File: src/rtl/cts_det_pkg.sv
package cts_det_pkg;

    localparam int STAT_W   = 8;
    localparam int FLAG_BIT = 4;
    localparam int LVL_BIT  = 0;

    typedef logic [STAT_W-1:0] stat_byte_t;

    // Assemble the status byte: upper reserved bits zero, bits 3..1 ones.
    function automatic stat_byte_t pack_status(input logic flag, input logic lvl);
        stat_byte_t b;
        b           = '0;
        b[3:1]      = 3'b111;
        b[FLAG_BIT] = flag;
        b[LVL_BIT]  = lvl;
        return b;
    endfunction

endpackage

File: src/rtl/cts_sync.sv
module cts_sync #(
    parameter int   STAGES  = 2,
    parameter logic RST_VAL = 1'b1
) (
    input  logic clk,
    input  logic rst_n,
    input  logic din,
    output logic dout
);

    logic [STAGES-1:0] chain_d, chain_q;

    always_comb begin
        chain_d[0] = din;
        for (int i = 1; i < STAGES; i++) begin
            chain_d[i] = chain_q[i-1];
        end
    end

    always_ff @(posedge clk or negedge rst_n) begin
        if (!rst_n) chain_q <= {STAGES{RST_VAL}};
        else        chain_q <= chain_d;
    end

    assign dout = chain_q[STAGES-1];

endmodule

File: src/rtl/cts_glitch_filter.sv
module cts_glitch_filter #(
    parameter int FILT_TICKS = 8
) (
    input  logic clk,
    input  logic rst_n,
    input  logic tick,
    input  logic sample,
    input  logic track,
    output logic level,
    output logic accept
);

    localparam int CNT_W = $clog2(FILT_TICKS + 1);
    localparam logic [CNT_W-1:0] LAST = CNT_W'(FILT_TICKS - 1);

    typedef struct packed {
        logic             lvl;
        logic [CNT_W-1:0] cnt;
    } filt_st_t;

    filt_st_t st_d, st_q;
    logic     acc_d;

    always_comb begin
        st_d  = st_q;
        acc_d = 1'b0;
        if (track) begin
            // Startup: follow the synchronized pin with no qualification.
            st_d.lvl = sample;
            st_d.cnt = '0;
        end else if (sample == st_q.lvl) begin
            st_d.cnt = '0;
        end else if (tick) begin
            if (st_q.cnt == LAST) begin
                st_d.lvl = sample;
                st_d.cnt = '0;
                acc_d    = 1'b1;
            end else begin
                st_d.cnt = st_q.cnt + 1'b1;
            end
        end
    end

    always_ff @(posedge clk or negedge rst_n) begin
        if (!rst_n) st_q <= '{lvl: 1'b1, cnt: '0};
        else        st_q <= st_d;
    end

    assign level  = st_q.lvl;
    assign accept = acc_d;

endmodule

File: src/rtl/cts_status.sv
module cts_status
    import cts_det_pkg::*;
#(
    parameter int STARTUP_TICKS = 2
) (
    input  logic       clk,
    input  logic       rst_n,
    input  logic       tick,
    input  logic       filt_lvl,
    input  logic       accept,
    input  logic       rd_stb,
    input  logic       irq_en,
    output stat_byte_t stat,
    output logic       irq,
    output logic       start_done,
    output logic       start_evt
);

    localparam int SW = $clog2(STARTUP_TICKS + 1);
    localparam logic [SW-1:0] S_LAST = SW'(STARTUP_TICKS - 1);

    typedef struct packed {
        logic [SW-1:0] scnt;
        logic          done;
        logic          flag;
    } stat_st_t;

    stat_st_t st_d, st_q;
    logic     evt_c;
    logic     set_c;

    always_comb begin
        st_d  = st_q;
        evt_c = !st_q.done && tick && (st_q.scnt == S_LAST);
        set_c = evt_c ? !filt_lvl : (st_q.done && accept);
        if (!st_q.done && tick) st_d.scnt = st_q.scnt + 1'b1;
        if (evt_c)              st_d.done = 1'b1;
        // A new event wins over a clearing read.
        if (set_c)       st_d.flag = 1'b1;
        else if (rd_stb) st_d.flag = 1'b0;
    end

    always_ff @(posedge clk or negedge rst_n) begin
        if (!rst_n) st_q <= '{scnt: '0, done: 1'b0, flag: 1'b0};
        else        st_q <= st_d;
    end

    assign stat       = pack_status(st_q.flag, st_q.done ? filt_lvl : 1'b1);
    assign irq        = st_q.flag & irq_en;
    assign start_done = st_q.done;
    assign start_evt  = evt_c;

endmodule

File: src/rtl/cts_change_detect.sv
module cts_change_detect
    import cts_det_pkg::*;
#(
    parameter int SYNC_STAGES   = 2,
    parameter int FILT_TICKS    = 8,
    parameter int STARTUP_TICKS = 2
) (
    input  logic       clk,
    input  logic       rst_n,
    input  logic       cts_n_pin,
    input  logic       ser_tick,
    input  logic       rd_stb,
    input  logic       irq_en,
    output logic [7:0] rd_data,
    output logic       irq
);

    logic       pin_s;
    logic       filt_lvl;
    logic       filt_acc;
    logic       st_done;
    logic       st_evt;
    stat_byte_t stat_w;

    cts_sync #(.STAGES(SYNC_STAGES), .RST_VAL(1'b1)) sync_i (
        .clk  (clk),
        .rst_n(rst_n),
        .din  (cts_n_pin),
        .dout (pin_s)
    );

    cts_glitch_filter #(.FILT_TICKS(FILT_TICKS)) filt_i (
        .clk   (clk),
        .rst_n (rst_n),
        .tick  (ser_tick),
        .sample(pin_s),
        .track (!st_done),
        .level (filt_lvl),
        .accept(filt_acc)
    );

    cts_status #(.STARTUP_TICKS(STARTUP_TICKS)) stat_i (
        .clk       (clk),
        .rst_n     (rst_n),
        .tick      (ser_tick),
        .filt_lvl  (filt_lvl),
        .accept    (filt_acc),
        .rd_stb    (rd_stb),
        .irq_en    (irq_en),
        .stat      (stat_w),
        .irq       (irq),
        .start_done(st_done),
        .start_evt (st_evt)
    );

    assign rd_data = stat_w;

endmodule

File: config.mk
export PLATFORM = sky130hd
export DESIGN_NAME = cts_change_detect
export DESIGN_NICKNAME = d
export VERILOG_FILES = /design/src/rtl/cts_det_pkg.sv /design/src/rtl/cts_sync.sv /design/src/rtl/cts_glitch_filter.sv /design/src/rtl/cts_status.sv /design/src/rtl/cts_change_detect.sv
export SDC_FILE = /design/constraint.sdc
export NUM_CORES = 1
export LEC_CHECK = 0
export CAP_MARGIN = 30
export CORE_AREA = 5 5 42 44
export DETAILED_ROUTE_END_ITERATION = 16
export DIE_AREA = 0 0 47 49
export DONT_BUFFER_PORTS = 1
export PLACE_DENSITY = 0.63
export SLEW_MARGIN = 20
export SYNTH_ARGS = -nofsm -noshare
export SYNTH_HDL_FRONTEND = slang
export SYNTH_SLANG_ARGS = --single-unit
File: constraint.sdc
create_clock -name clk -period 1.69 [get_ports clk]
set_input_delay 0.0845 -clock clk [delete_from_list [all_inputs] [get_ports clk]]
set_output_delay 0.0845 -clock clk [all_outputs]
set_load 0.05 [all_outputs]
======== After elaboration in Yosys (flattened, before gate mapping) ========
Cells that the tools add are included.
Widths: inputs -> output; s select.
operators by class
  $add $sub $neg .......................... 2
  equal/unequal tests ..................... 7
  mux-type cells .......................... 14
  bitwise logic cells ..................... 1
  reductions and logical operators ........ 7
operators by type and width
  cell                 number
  $mux 1               10
  $mux 5               2
  $mux 4               2
  $ne 2x2->1 const B   3
  $add 4x1->4 const B  1
  $eq 4x3->1 const B   1
  $logic_and 1x1->1    3
  $ne 3x3->1 const B   1
  $reduce_and 3->1     1
  $add 2x1->2 const B  1
  $eq 2x1->1 const B   1
  $logic_not 1->1      2
  $reduce_bool 2->1    1
  $and 1x1->1          1
  $eq 1x1->1           1
word-level totals
  bits in registers ....................... 11
  input port bits ......................... 6
  output and inout bits ................... 9
  logic and storage cells ................. 37

======== Logic depth before layout (Yosys ltp) ========
Gate-level depths: netlist (run 1).
  word-level depth ........................ 8
  mapped depth ............................ 4
  depth with buffers taken out ............ 4

======== Modules after synthesis ========
Synthesis (run 1) repeated with hierarchy kept, for this count alone.
second synthesis, totals
  cells, all modules ...................... 55
  area, all modules ....................... 603.1 µm²
modules (own cells, without submodules)
  module             instances  cells an instance  area each (µm²)  seq. area each (µm²)
  cts_status         1          26                 281.5            100.1
  cts_glitch_filter  1          26                 265.3            126.4
  cts_sync           1          2                  52.6             52.6
  cts_change_detect  1          1                  3.8              0.0

======== Worst setup path before layout (run 1) ========
No wires, ideal clock.
  path kind ............................... register to register
  start ................................... register filt_i.st_q[0] in the netlist's numbering
  end ..................................... register filt_i.st_q (netlist bit filt_i.level)
  setup time .............................. 85 ps
  arrival time ............................ 1093 ps
  data required time ...................... 1605 ps
  setup slack ............................. 513 ps
  cell stages (with the launch flop) ...... 5
  path buffers ............................ 0
  period minus slack after synthesis ...... 1177 ps
  cell sequence ........................... dfrtp_1 ha_1 nand4b_1 nand2_1 mux2_1
on the way
  word-level cells in the longest chain between the ends .. 3
RTL lines
  what                               line                     RTL
  from (decl)                        cts_glitch_filter.sv:21  filt_st_t st_d, st_q;
  from (signal assigned)             cts_glitch_filter.sv:45  if (!rst_n) st_q <= '{lvl: 1'b1, cnt: '0};
  from (signal assigned)             cts_glitch_filter.sv:46  else st_q <= st_d;
  $eq 4x3->1                         cts_glitch_filter.sv:34  if (st_q.cnt == LAST) begin
  $ne 2x2->1 (no source line)        -
  $reduce_and 3->1 (no source line)  -
No other way between the ends.
A chain may end at the register's enable or synchronous reset.

======== Worst setup path after layout (run 1) ========
  start ................................... register filt_i.st_q (netlist bit filt_i.level)
  end ..................................... output rd_data[0]
on the way
  word-level cells in the longest chain between the ends .. 1
RTL lines
  what       line                     RTL
  $mux 1     cts_status.sv:48         assign stat = pack_status(st_q.flag, st_q.done ? filt_lvl : 1'b1);
  to (decl)  cts_change_detect.sv:14  output logic [7:0] rd_data,
No other way between the ends.

==> flow_metrics.env, run 1 <==
export IMPL_multiInputGateArea_sq_um=233
export IMPL_clk_pin_slew_ns=0.07
export IMPL_power_leakage_nw=0.286
export IMPL_vias=354
export IMPL_yosysMostFrequentCell="dfrtp_1"
export IMPL_synth_top_area_share_pct=35.2
export IMPL_min_path_type="input pin to register"
export IMPL_worst_pin_slew_ns=0.522
export IMPL_area_growth_syn_to_layout_pct=7.93
export IMPL_synthCells=53
export IMPL_avgSynthCellArea_sq_um=10.7
export IMPL_p_per_area_nw_per_um2=1330
export IMPL_hold_slack_ns=0.0183
export IMPL_die_h_um=49
export IMPL_core_sq_um=1400
export IMPL_cts_made_buffers=3
export IMPL_antenna_found_initial=0
export IMPL_place_congestion=0.696
export IMPL_final_antenna_net_count=0
export IMPL_drc=0
export IMPL_rsz0062_at_grt="false"
export IMPL_reg2reg_depth=4
export IMPL_drv_slew=0
export IMPL_regArea_sq_um=279
export IMPL_critical_path_cell_chain="nand2b_1"
export IMPL_hold_viol_final=0
export IMPL_fin_area_sq_um=613
export IMPL_io_buffer_count=0
export IMPL_cpLargestDelayFamily="flip-flops"
export IMPL_setup_viol=0
export IMPL_wl_um=857
export IMPL_cts_tree="yes"
export IMPL_fp_dieW_um=47
export IMPL_place_ws_ns=0.457
export IMPL_htreeDepth=1
export IMPL_fin_tns_setup_ns=0
export IMPL_r2r_slack_ns=0.46
export IMPL_synth_ff_type="dfrtp_1"
export IMPL_utilization_pct=43.8
export IMPL_dp_hpwl_um=604
export IMPL_track_usage_pct=8.74
export IMPL_endpoint_kind="primary output"
export IMPL_startpoint_type="register"
export IMPL_crit_fanout=4
export IMPL_fillers=152
export IMPL_maxSlewHeadroom_pct=65.3
export IMPL_synth_area_leaders="dfrtp_1 (35%), dfstp_2 (14%), buf_4 (9.3%)"
export IMPL_layout_worst_path_cycle_share_pct=80.2
export IMPL_ys_warn_count=0
export IMPL_clock_root_buffer="clkbuf_4"
export IMPL_hold_start="ser_tick"
export IMPL_ir_drop_v=0.000586
export IMPL_ys_seq_area_share_pct=49.1
export IMPL_grt_pass1_vias=330
export IMPL_io_pin_count=15
export IMPL_fin_nets=67
export IMPL_whs_path_depth=2
export IMPL_ys_seq_elements=11
export IMPL_synth_edf_count=0
export IMPL_crit_slowest_cell="dfstp_2"
export IMPL_wl_per_cell_um=11.6
export IMPL_finalWorstSetupSlack_ns=0.335
export IMPL_timing_rr_start="filt_i.st_q[0]$_DFFE_PN0P_"
export IMPL_cts_sinks=11
export IMPL_yosysUniqueCellTypes=25
export IMPL_grt_pass1_wl_mm=1.44
export IMPL_synth_top_area_cell="dfrtp_1"
export IMPL_drtPass1Iterations=3
export IMPL_worstSetupPathType="register to primary output"
export IMPL_worstPathArrival_ns=1.27
export IMPL_place_area_sq_um=547
export IMPL_via_per_inst=4.78
export IMPL_worst_path_buf_inv=0
export IMPL_drt_iter0_markers=6
export IMPL_die_area_sq_um=2300
export IMPL_syn_area_sq_um=568
export IMPL_r2r_end="filt_i.level$_DFFE_PN1P_"
export IMPL_crit_required_ns=1.61
export IMPL_status="complete, no violations"
export IMPL_max_cap_violations=0
export IMPL_overflow=0
export IMPL_drive_gt1_share_pct=15.5
export IMPL_min_to="stat_i.st_q[2]$_DFFE_PN0N_"
export IMPL_yosys_top_cells_count="dfrtp_1 (8), buf_4 (7), nand2_1 (5)"
export IMPL_clock_fmax_mhz=738
export IMPL_rows=14
export IMPL_critical_path_max_stage_delay_ns=0.56
export IMPL_path_depth=1
export IMPL_num_antenna_cells=0
export IMPL_start_util_pct=40.5
export IMPL_grt_max_degree=12
export IMPL_clock_path_buffers=2
export IMPL_clock_skew_final_ns=0.000528
export IMPL_period_needed_ns=1.35
export IMPL_clk_latency_ns=0.27
export IMPL_synth_async_reset_ratio_pct=100
export IMPL_post_cts_setup_buffers=0
routing by layer:
metal / global-route usage (%) / part of all wire, %
met5: 0 / 0
met4: 6.91 / 3.2
met3: 2.21 / 11
met2: 11.5 / 42
met1: 11.5 / 44
layout make-up:
cell class / count / area share (%)
multi-input cells: 36 / 38.0
inverters: 2 / 1.22
well taps: 16 / 3.27
repair buffers: 5 / 7.76
flip-flops and latches: 11 / 45.5
clock buffers: 4 / 4.29
registers in the layout (all words and copies together), names as in the netlist:
| name | cells |
|---|---|
| filt_i.st_q | 4 |
| stat_i.st_q | 2 |
| sync_i.chain_q | 2 |
| filt_i.level | 1 |
| stat_i.start_done | 1 |
| stat_i.stat | 1 |
layout by cell type, fill, tap and decap left out:
| cell type | synthesis | final |
|---|---|---|
| nand4_2 | 1 | 1 |
| mux2i_1 | 1 | 1 |
| clkbuf_4 | 0 | 3 |
| nand4b_1 | 1 | 1 |
| dlygate4sd3_1 | 0 | 4 |
| and2_1 | 1 | 1 |
| a21oi_1 | 1 | 1 |
| dfrtp_1 | 8 | 8 |
| nand2b_1 | 3 | 3 |
| buf_4 | 7 | 1 |
| xnor2_1 | 1 | 1 |
| nor2_1 | 3 | 3 |
| conb_1 | 2 | 6 |
| inv_1 | 2 | 2 |
| or3_1 | 1 | 1 |
| mux2_1 | 1 | 1 |
| a21oi_2 | 1 | 1 |
| dfstp_2 | 3 | 3 |
| o21ai_1 | 1 | 1 |
| nand3b_1 | 2 | 2 |
| a21o_1 | 1 | 1 |
| o21ai_0 | 1 | 1 |
| a32oi_1 | 1 | 1 |
| ha_1 | 2 | 2 |
| clkbuf_1 | 0 | 1 |
| nand2_1 | 5 | 5 |
| xor2_1 | 2 | 2 |
what timing repair did:
item,CTS,global route
endpoints found under the hold margin,16,0
hold buffers,4,0
gates resized for setup,0,0
worst max-delay path by stage:
stage	slack, ns	start	endpoint
floorplan	0.51	filt_i.st_q[0]$_DFFE_PN0P_	filt_i.level$_DFFE_PN1P_
global placement	0.48	filt_i.st_q[0]$_DFFE_PN0P_	filt_i.level$_DFFE_PN1P_
detailed placement	0.46	filt_i.st_q[0]$_DFFE_PN0P_	filt_i.level$_DFFE_PN1P_
CTS	0.32	filt_i.level$_DFFE_PN1P_	rd_data[0]
global route	0.30	filt_i.level$_DFFE_PN1P_	rd_data[0]
finish	0.34	filt_i.level$_DFFE_PN1P_	rd_data[0]
cells by family after synthesis:
kind of cell	synth area share, %
DFF	49.1
AOI/OAI and AO/OA	7.05
muxes	3.74
and+or+nand+nor	17.2
other	1.32
buffers and inverters	12.6
adders and majority gates	4.40
xor gates and xnor gates	4.63
through the flow:
stage                     cells  power [W]
after floorplan              57   0.000605
after global placement       66   0.000624
after global routing         74   0.000887
after CTS                    74   0.000829
after detailed placement     66   0.000630
final                        74   0.000816
power breakdown:
part	internal, W	switching [W]
Clock	0.0000915	0.0000893
Sequential	0.000338	0.0000548
Combinational	0.0000806	0.000162
Power figures use the tool's default switching activity.
==> inputs of run 2 (changes only) <==
--- a/config.mk
+++ b/config.mk
@@ -5,12 +5,13 @@
 export SDC_FILE = /design/constraint.sdc
 export NUM_CORES = 1
 export LEC_CHECK = 0
+export ABC_AREA = 1
 export CAP_MARGIN = 30
 export CORE_AREA = 5 5 42 44
 export DETAILED_ROUTE_END_ITERATION = 16
 export DIE_AREA = 0 0 47 49
 export DONT_BUFFER_PORTS = 1
-export PLACE_DENSITY = 0.63
+export PLACE_DENSITY = 0.72
 export SLEW_MARGIN = 20
 export SYNTH_ARGS = -nofsm -noshare
 export SYNTH_HDL_FRONTEND = slang
==> constraint.sdc (replaced) <==
create_clock -name clk -period 1.17 [get_ports clk]
set_input_delay 0.0585 -clock clk [delete_from_list [all_inputs] [get_ports clk]]
set_output_delay 0.0585 -clock clk [all_outputs]
set_load 0.05 [all_outputs]
==> run 2 against run 1 <==
  * Total power fell by 4.9%
  * Worst setup slack got worse by 0.29 ns
  * Sequential cell count did not move
  * Count of clock-buffer cells in the layout is the same
  * Sequential power is 2% higher
  * Largest power group unchanged
  * Hold slack got worse by 0.0045 ns
  * Critical endpoint unchanged
  * Non-clock buffer count increased by 9
  * Critical path depth up 2
  * Highest routed layer unchanged
  * Synthesized area increased by 14%
  * Largest cell class unchanged
  * Cell count rose by 49%
==> flow_metrics.env, run 2 <==
export IMPL_drtPass1Iterations=4
export IMPL_power_leakage_nw=0.420
export IMPL_synth_ff_type="dfrtp_1"
export IMPL_crit_fanout=4
export IMPL_yosysUniqueCellTypes=17
export IMPL_final_antenna_net_count=0
export IMPL_largestRegisters="filt_i.st_q: 4 flops, stat_i.st_q: 2 flops, sync_i.chain_q: 2 flops"
export IMPL_io_pin_count=15
export IMPL_p_per_area_nw_per_um2=995
export IMPL_grt_pass1_vias=467
export IMPL_die_h_um=49
export IMPL_r2r_slack_ns=0.07
export IMPL_cts_made_buffers=3
export IMPL_hold_slack_ns=0.0137
export IMPL_num_antenna_cells=0
export IMPL_htreeDepth=1
export IMPL_worst_pin_slew_ns=0.499
export IMPL_ys_seq_area_share_pct=43.0
export IMPL_gr_max_usage_layer="met2"
export IMPL_whs_path_depth=4
export IMPL_place_area_sq_um=656
export IMPL_via_per_inst=4.95
export IMPL_hold_viol_final=0
export IMPL_fin_nets=103
export IMPL_antenna_found_initial=0
export IMPL_clock_fmax_mhz=890
export IMPL_max_cap_violations=0
export IMPL_min_path_type="input pin to register"
export IMPL_clock_skew_final_ns=0.00150
export IMPL_vias=544
export IMPL_period_needed_ns=1.12
export IMPL_hold_start="ser_tick"
export IMPL_regArea_sq_um=279
export IMPL_synth_top_area_cell="dfrtp_1"
export IMPL_fin_tns_setup_ns=0
export IMPL_timing_rr_start="filt_i.level$_DFFE_PN1P_"
export IMPL_wl_mm=1.28
export IMPL_clk_latency_ns=0.26
export IMPL_utilization_pct=55.6
export IMPL_drive_gt1_share_pct=27.7
export IMPL_status="complete, no violations"
export IMPL_met1_usage_pct=13.5
export IMPL_synth_top_area_share_pct=30.8
export IMPL_grt_use_met2_pct=19.9
export IMPL_synthCells=81
export IMPL_grt_pass1_wl_mm=1.99
export IMPL_drc=0
export IMPL_yosysMostFrequentCell="nand2_1"
export IMPL_rows=14
export IMPL_endpoint_kind="primary output"
export IMPL_ir_drop_v=0.000587
export IMPL_startpoint="filt_i.level$_DFFE_PN1P_"
export IMPL_drt_iter0_markers=17
export IMPL_final_common_cell="nand2_1"
export IMPL_drv_slew=0
export IMPL_synth_area_leaders="dfrtp_1 (31%), nand2_1 (13%), dfstp_2 (12%)"
export IMPL_avgSynthCellArea_sq_um=8.02
export IMPL_rsz0062_at_grt="true"
export IMPL_start_util_pct=46.3
export IMPL_clock_root_buffer="clkbuf_4"
export IMPL_layout_common_cells="nand2_1 (22), inv_1 (8), nand4_1 (8), dfrtp_1 (8), buf_4 (8)"
export IMPL_yosys_top_cells_count="nand2_1 (23), buf_4 (8), dfrtp_1 (8), inv_1 (8), nand4_1 (8)"
export IMPL_r2r_end="stat_i.stat[4]$_DFFE_PN0P_"
export IMPL_core_sq_um=1400
export IMPL_cts_sinks=11
export IMPL_fp_dieW_um=47
export IMPL_clk_pin_slew_ns=0.07
export IMPL_use_met3_pct=3.69
export IMPL_syn_area_sq_um=649
export IMPL_startpoint_type="register"
export IMPL_multiInputGateArea_sq_um=278
export IMPL_clock_path_buffers=2
export IMPL_area_growth_syn_to_layout_pct=20.0
export IMPL_fin_area_sq_um=779
export IMPL_largest_reg_flops=4
export IMPL_regMostFlops="filt_i.st_q"
export IMPL_grt_max_degree=12
export IMPL_die_area_sq_um=2300
export IMPL_min_to="filt_i.st_q[3]$_DFFE_PN0P_"
export IMPL_worstPathArrival_ns=1.07
export IMPL_ys_seq_elements=11
export IMPL_track_usage_pct=11.8
export IMPL_worstSetupPathType="register to primary output"
export IMPL_synth_edf_count=0
export IMPL_dp_hpwl_um=816
export IMPL_setup_viol=0
export IMPL_ys_warn_count=0
export IMPL_place_congestion=0.811
export IMPL_overflow=0
export IMPL_synth_async_reset_ratio_pct=100
export IMPL_cts_tree="yes"
export IMPL_wl_per_cell_um=11.6
export IMPL_reg2reg_depth=6
export IMPL_io_buffer_count=0
export IMPL_crit_required_ns=1.11
export IMPL_layout_worst_path_cycle_share_pct=96.0
export IMPL_maxSlewHeadroom_pct=66.6
export IMPL_fillers=111
## run 2: cell types whose count changed after synthesis, moves of 3 or more
cell,delta
nand3_1,+5
nand2b_1,-3
nand4_1,+8
nand2_1,+18
inv_2,+3
inv_1,+6
## run 2: report_power, final
group | switching [W] | leakage, nW | internal [W] | total [W]
Clock | 0.000127 | 0.0150 | 0.000132 | 0.000259
Combinational | 0.0000798 | 0.269 | 0.0000350 | 0.000115
Sequential | 0.00000937 | 0.136 | 0.000393 | 0.000402
Total | 0.000216 | 0.420 | 0.000560 | 0.000776
## run 2: cells by family after synthesis
kind of cell / Yosys count / share of synthesized area [%]
AOI/OAI and AO/OA: 1 / 0.770
xor gates and xnor gates: 1 / 1.35
adders and majority gates: 2 / 3.85
buffers and inverters: 20 / 17.3
DFF: 11 / 43.0
other: 2 / 1.16
and+or+nand+nor: 44 / 32.6
## run 2: critical path, stage by stage (launching register included)
cell and delay, ns:
dfstp_2 0.54, inv_2 0.05, nand2_2 0.06, buf_8 0.14
## run 2: per-stage QoR
step | setup slack (ns) | power [W] | instances
2_1_floorplan | 0.133 | 0.000498 | 85
4_1_cts | 0.0225 | 0.000764 | 105
5_1_grt | -0.0248 | 0.000822 | 110
6_report | 0.0462 | 0.000776 | 110
3_3_place_gp | 0.0894 | 0.000482 | 96
3_5_place_dp | 0.0655 | 0.000483 | 96
## run 2: what timing repair did
item | 4_1_cts | 5_1_grt
setup endpoints to repair | 1 | 6
buffers inserted | 1 | 5
hold buffers | 4 | 0
hold endpoints to repair | 18 | 0
pin swaps | 0 | 0
gates resized for setup | 1 | 3
## run 2: final cells by class
cell class | count | area share (%)
timing repair buffer | 14 | 17.3
tap | 16 | 2.57
inverter | 11 | 5.30
clock buffer | 4 | 3.37
multi-input combinational | 54 | 35.6
sequential | 11 | 35.8
## run 2: worst max path at each step
stage                                            end  slack (ns)  cells past startpoint
after floorplan           filt_i.st_q[0]$_DFFE_PN0P_        0.13                      6
after global placement    filt_i.st_q[3]$_DFFE_PN0P_        0.09                      6
after detailed placement  filt_i.st_q[0]$_DFFE_PN0P_        0.07                      6
after CTS                                 rd_data[0]        0.02                      3
after global routing      filt_i.st_q[2]$_DFFE_PN0P_       -0.02                      6
final                                     rd_data[0]        0.05                      3
## run 2: metal layers
metal,vias to the layer above,part of all wire [%]
li1,269,-
met1,250,38
met2,21,54
met3,4,6.3
met4,0,1.8
met5,-,0
==> inputs of run 3 (changes only) <==
==> constraint.sdc (replaced) <==
create_clock -name clk -period 1 [get_ports clk]
set_input_delay 0.05 -clock clk [delete_from_list [all_inputs] [get_ports clk]]
set_output_delay 0.05 -clock clk [all_outputs]
set_load 0.05 [all_outputs]
==> run 3 against run 2 <==
  * Sequential cell count is the same
  * Critical endpoint unchanged
  * Cell count fell by 1.8%
  * First-iteration DRC count decreased by 18%
  * Hold slack improved by 0.021 ns
  * Count of clock-buffer cells in the layout is the same
  * Wire length decreased by 2.9%
  * Core utilization up 0.98 points
  * The run now ends with setup timing left
==> flow_metrics.env, run 3 (synthesis results as in run 2) <==
export IMPL_met1_usage_pct=14.6
export IMPL_htreeDepth=1
export IMPL_power_leakage_nw=0.408
export IMPL_wl_per_cell_um=11.5
export IMPL_drv_slew=0
export IMPL_endpoint_kind="primary output"
export IMPL_layout_common_cells="nand2_1 (21), nand4_1 (8), dfrtp_1 (7)"
export IMPL_place_ws_ns=-0.0799
export IMPL_clock_path_buffers=2
export IMPL_largestRegisters="filt_i.st_q: 4 flops, stat_i.st_q: 2 flops, sync_i.chain_q: 2 flops"
export IMPL_fillers=124
export IMPL_rsz0062_at_grt="true"
export IMPL_use_met3_pct=3.32
export IMPL_setup_viol=6
export IMPL_r2r_slack_ns=-0.09
export IMPL_start_util_pct=46.3
export IMPL_via_per_inst=4.92
export IMPL_clk_latency_ns=0.26
export IMPL_largest_reg_flops=4
export IMPL_fin_nets=101
export IMPL_drc=0
export IMPL_max_cap_violations=0
export IMPL_period_needed_ns=1.12
export IMPL_timing_rr_start="filt_i.level$_DFFE_PN1P_"
export IMPL_regMostFlops="filt_i.st_q"
export IMPL_cts_sinks=11
export IMPL_startpoint_type="register"
export IMPL_cts_tree="yes"
export IMPL_gr_max_usage_layer="met2"
export IMPL_area_growth_syn_to_layout_pct=22.2
export IMPL_layout_worst_path_cycle_share_pct=112
export IMPL_violations="setup timing"
export IMPL_hold_start="ser_tick"
export IMPL_clock_root_buffer="clkbuf_4"
export IMPL_io_buffer_count=0
export IMPL_grt_pass1_vias=510
export IMPL_utilization_pct=56.6
export IMPL_drtPass1Iterations=4
export IMPL_hold_viol_final=0
export IMPL_track_usage_pct=12.3
export IMPL_cts_made_buffers=3
export IMPL_grt_pass1_wl_mm=2.11
export IMPL_finalWorstSetupSlack_ns=-0.124
export IMPL_fp_dieW_um=47
export IMPL_antenna_found_initial=0
export IMPL_overflow=0
export IMPL_clk_pin_slew_ns=0.07
export IMPL_clock_skew_final_ns=0.00101
export IMPL_core_sq_um=1400
export IMPL_place_area_sq_um=686
export IMPL_fin_area_sq_um=793
export IMPL_status="complete, but fails checks"
export IMPL_grt_max_degree=12
export IMPL_io_pin_count=15
export IMPL_die_h_um=49
export IMPL_vias=531
export IMPL_final_common_cell="nand2_1"
export IMPL_total_power_w=0.000903
export IMPL_grt_use_met2_pct=21.3
export IMPL_rows=14
export IMPL_worstPathArrival_ns=1.07
export IMPL_dp_hpwl_um=931
export IMPL_die_area_sq_um=2300
export IMPL_clock_fmax_mhz=890
export IMPL_crit_required_ns=0.95
export IMPL_final_antenna_net_count=0
export IMPL_p_per_area_nw_per_um2=1140
export IMPL_min_path_type="input pin to register"
export IMPL_wl_mm=1.24
export IMPL_place_congestion=0.757
export IMPL_ir_drop_v=0.000767
export IMPL_worstSetupPathType="register to primary output"
export IMPL_startpoint="filt_i.level$_DFFE_PN1P_"
export IMPL_drive_gt1_share_pct=32.6
export IMPL_num_antenna_cells=0
export IMPL_fin_tns_setup_ns=-0.524
export IMPL_crit_fanout=4
export IMPL_drt_iter0_markers=14
## run 3: cell type report
class	count	area, sq um	share of cell area (%)
Multi-Input combinational cell	54	300	37.9
Tap cell	16	20.0	2.52
Timing Repair Buffer	12	125	15.8
Inverter	11	41.3	5.21
Sequential cell	11	280	35.3
Clock buffer	4	26.3	3.31
## run 3: per-stage QoR
stage | hold WS [ns] | std cells
2_1_floorplan | -0.246 | 85
5_1_grt | 0.0417 | 108
6_report | 0.0349 | 108
4_1_cts | 0.0137 | 108
3_3_place_gp | -0.245 | 98
3_5_place_dp | -0.245 | 98
## run 3: critical path, cell delays in order (launching register included)
cell and delay [ns]:
dfstp_2 0.55, inv_2 0.06, nand2_2 0.08, buf_12 0.13
## run 3: power by group
group	leakage (nW)	total [W]	internal, W	switching, W
clock network	0.0150	0.000301	0.000154	0.000147
logic	0.257	0.000132	0.0000369	0.0000951
registers	0.136	0.000471	0.000460	0.0000111
total	0.408	0.000903	0.000650	0.000253
## run 3: final timing paths
check                                                 to  cells after the start
max                                           rd_data[0]                      3
min                           filt_i.st_q[3]$_DFFE_PN0P_                      3
max reg2reg                   filt_i.st_q[2]$_DFFE_PN0P_                      5
min reg2reg                  sync_i.chain_q[1]$_DFF_PN1_                      0
max in group asynchronous  stat_i.start_done$_DFFE_PN0P_                      1
min in group asynchronous     filt_i.st_q[0]$_DFFE_PN0P_                      1
## run 3: layer usage
layer	vias to the layer above	wire [um]
met5	-	0
met4	0	14
met3	2	53
met2	9	641
met1	255	531
li1	265	-
## run 3: what timing repair did
item | in CTS | in global routing
gates resized for setup | 3 | 6
setup endpoints to repair | 6 | 10
buffers inserted | 2 | 0
hold buffers | 4 | 0
cloned | 0 | 0
pin swaps | 2 | 7
hold endpoints to repair | 18 | 0
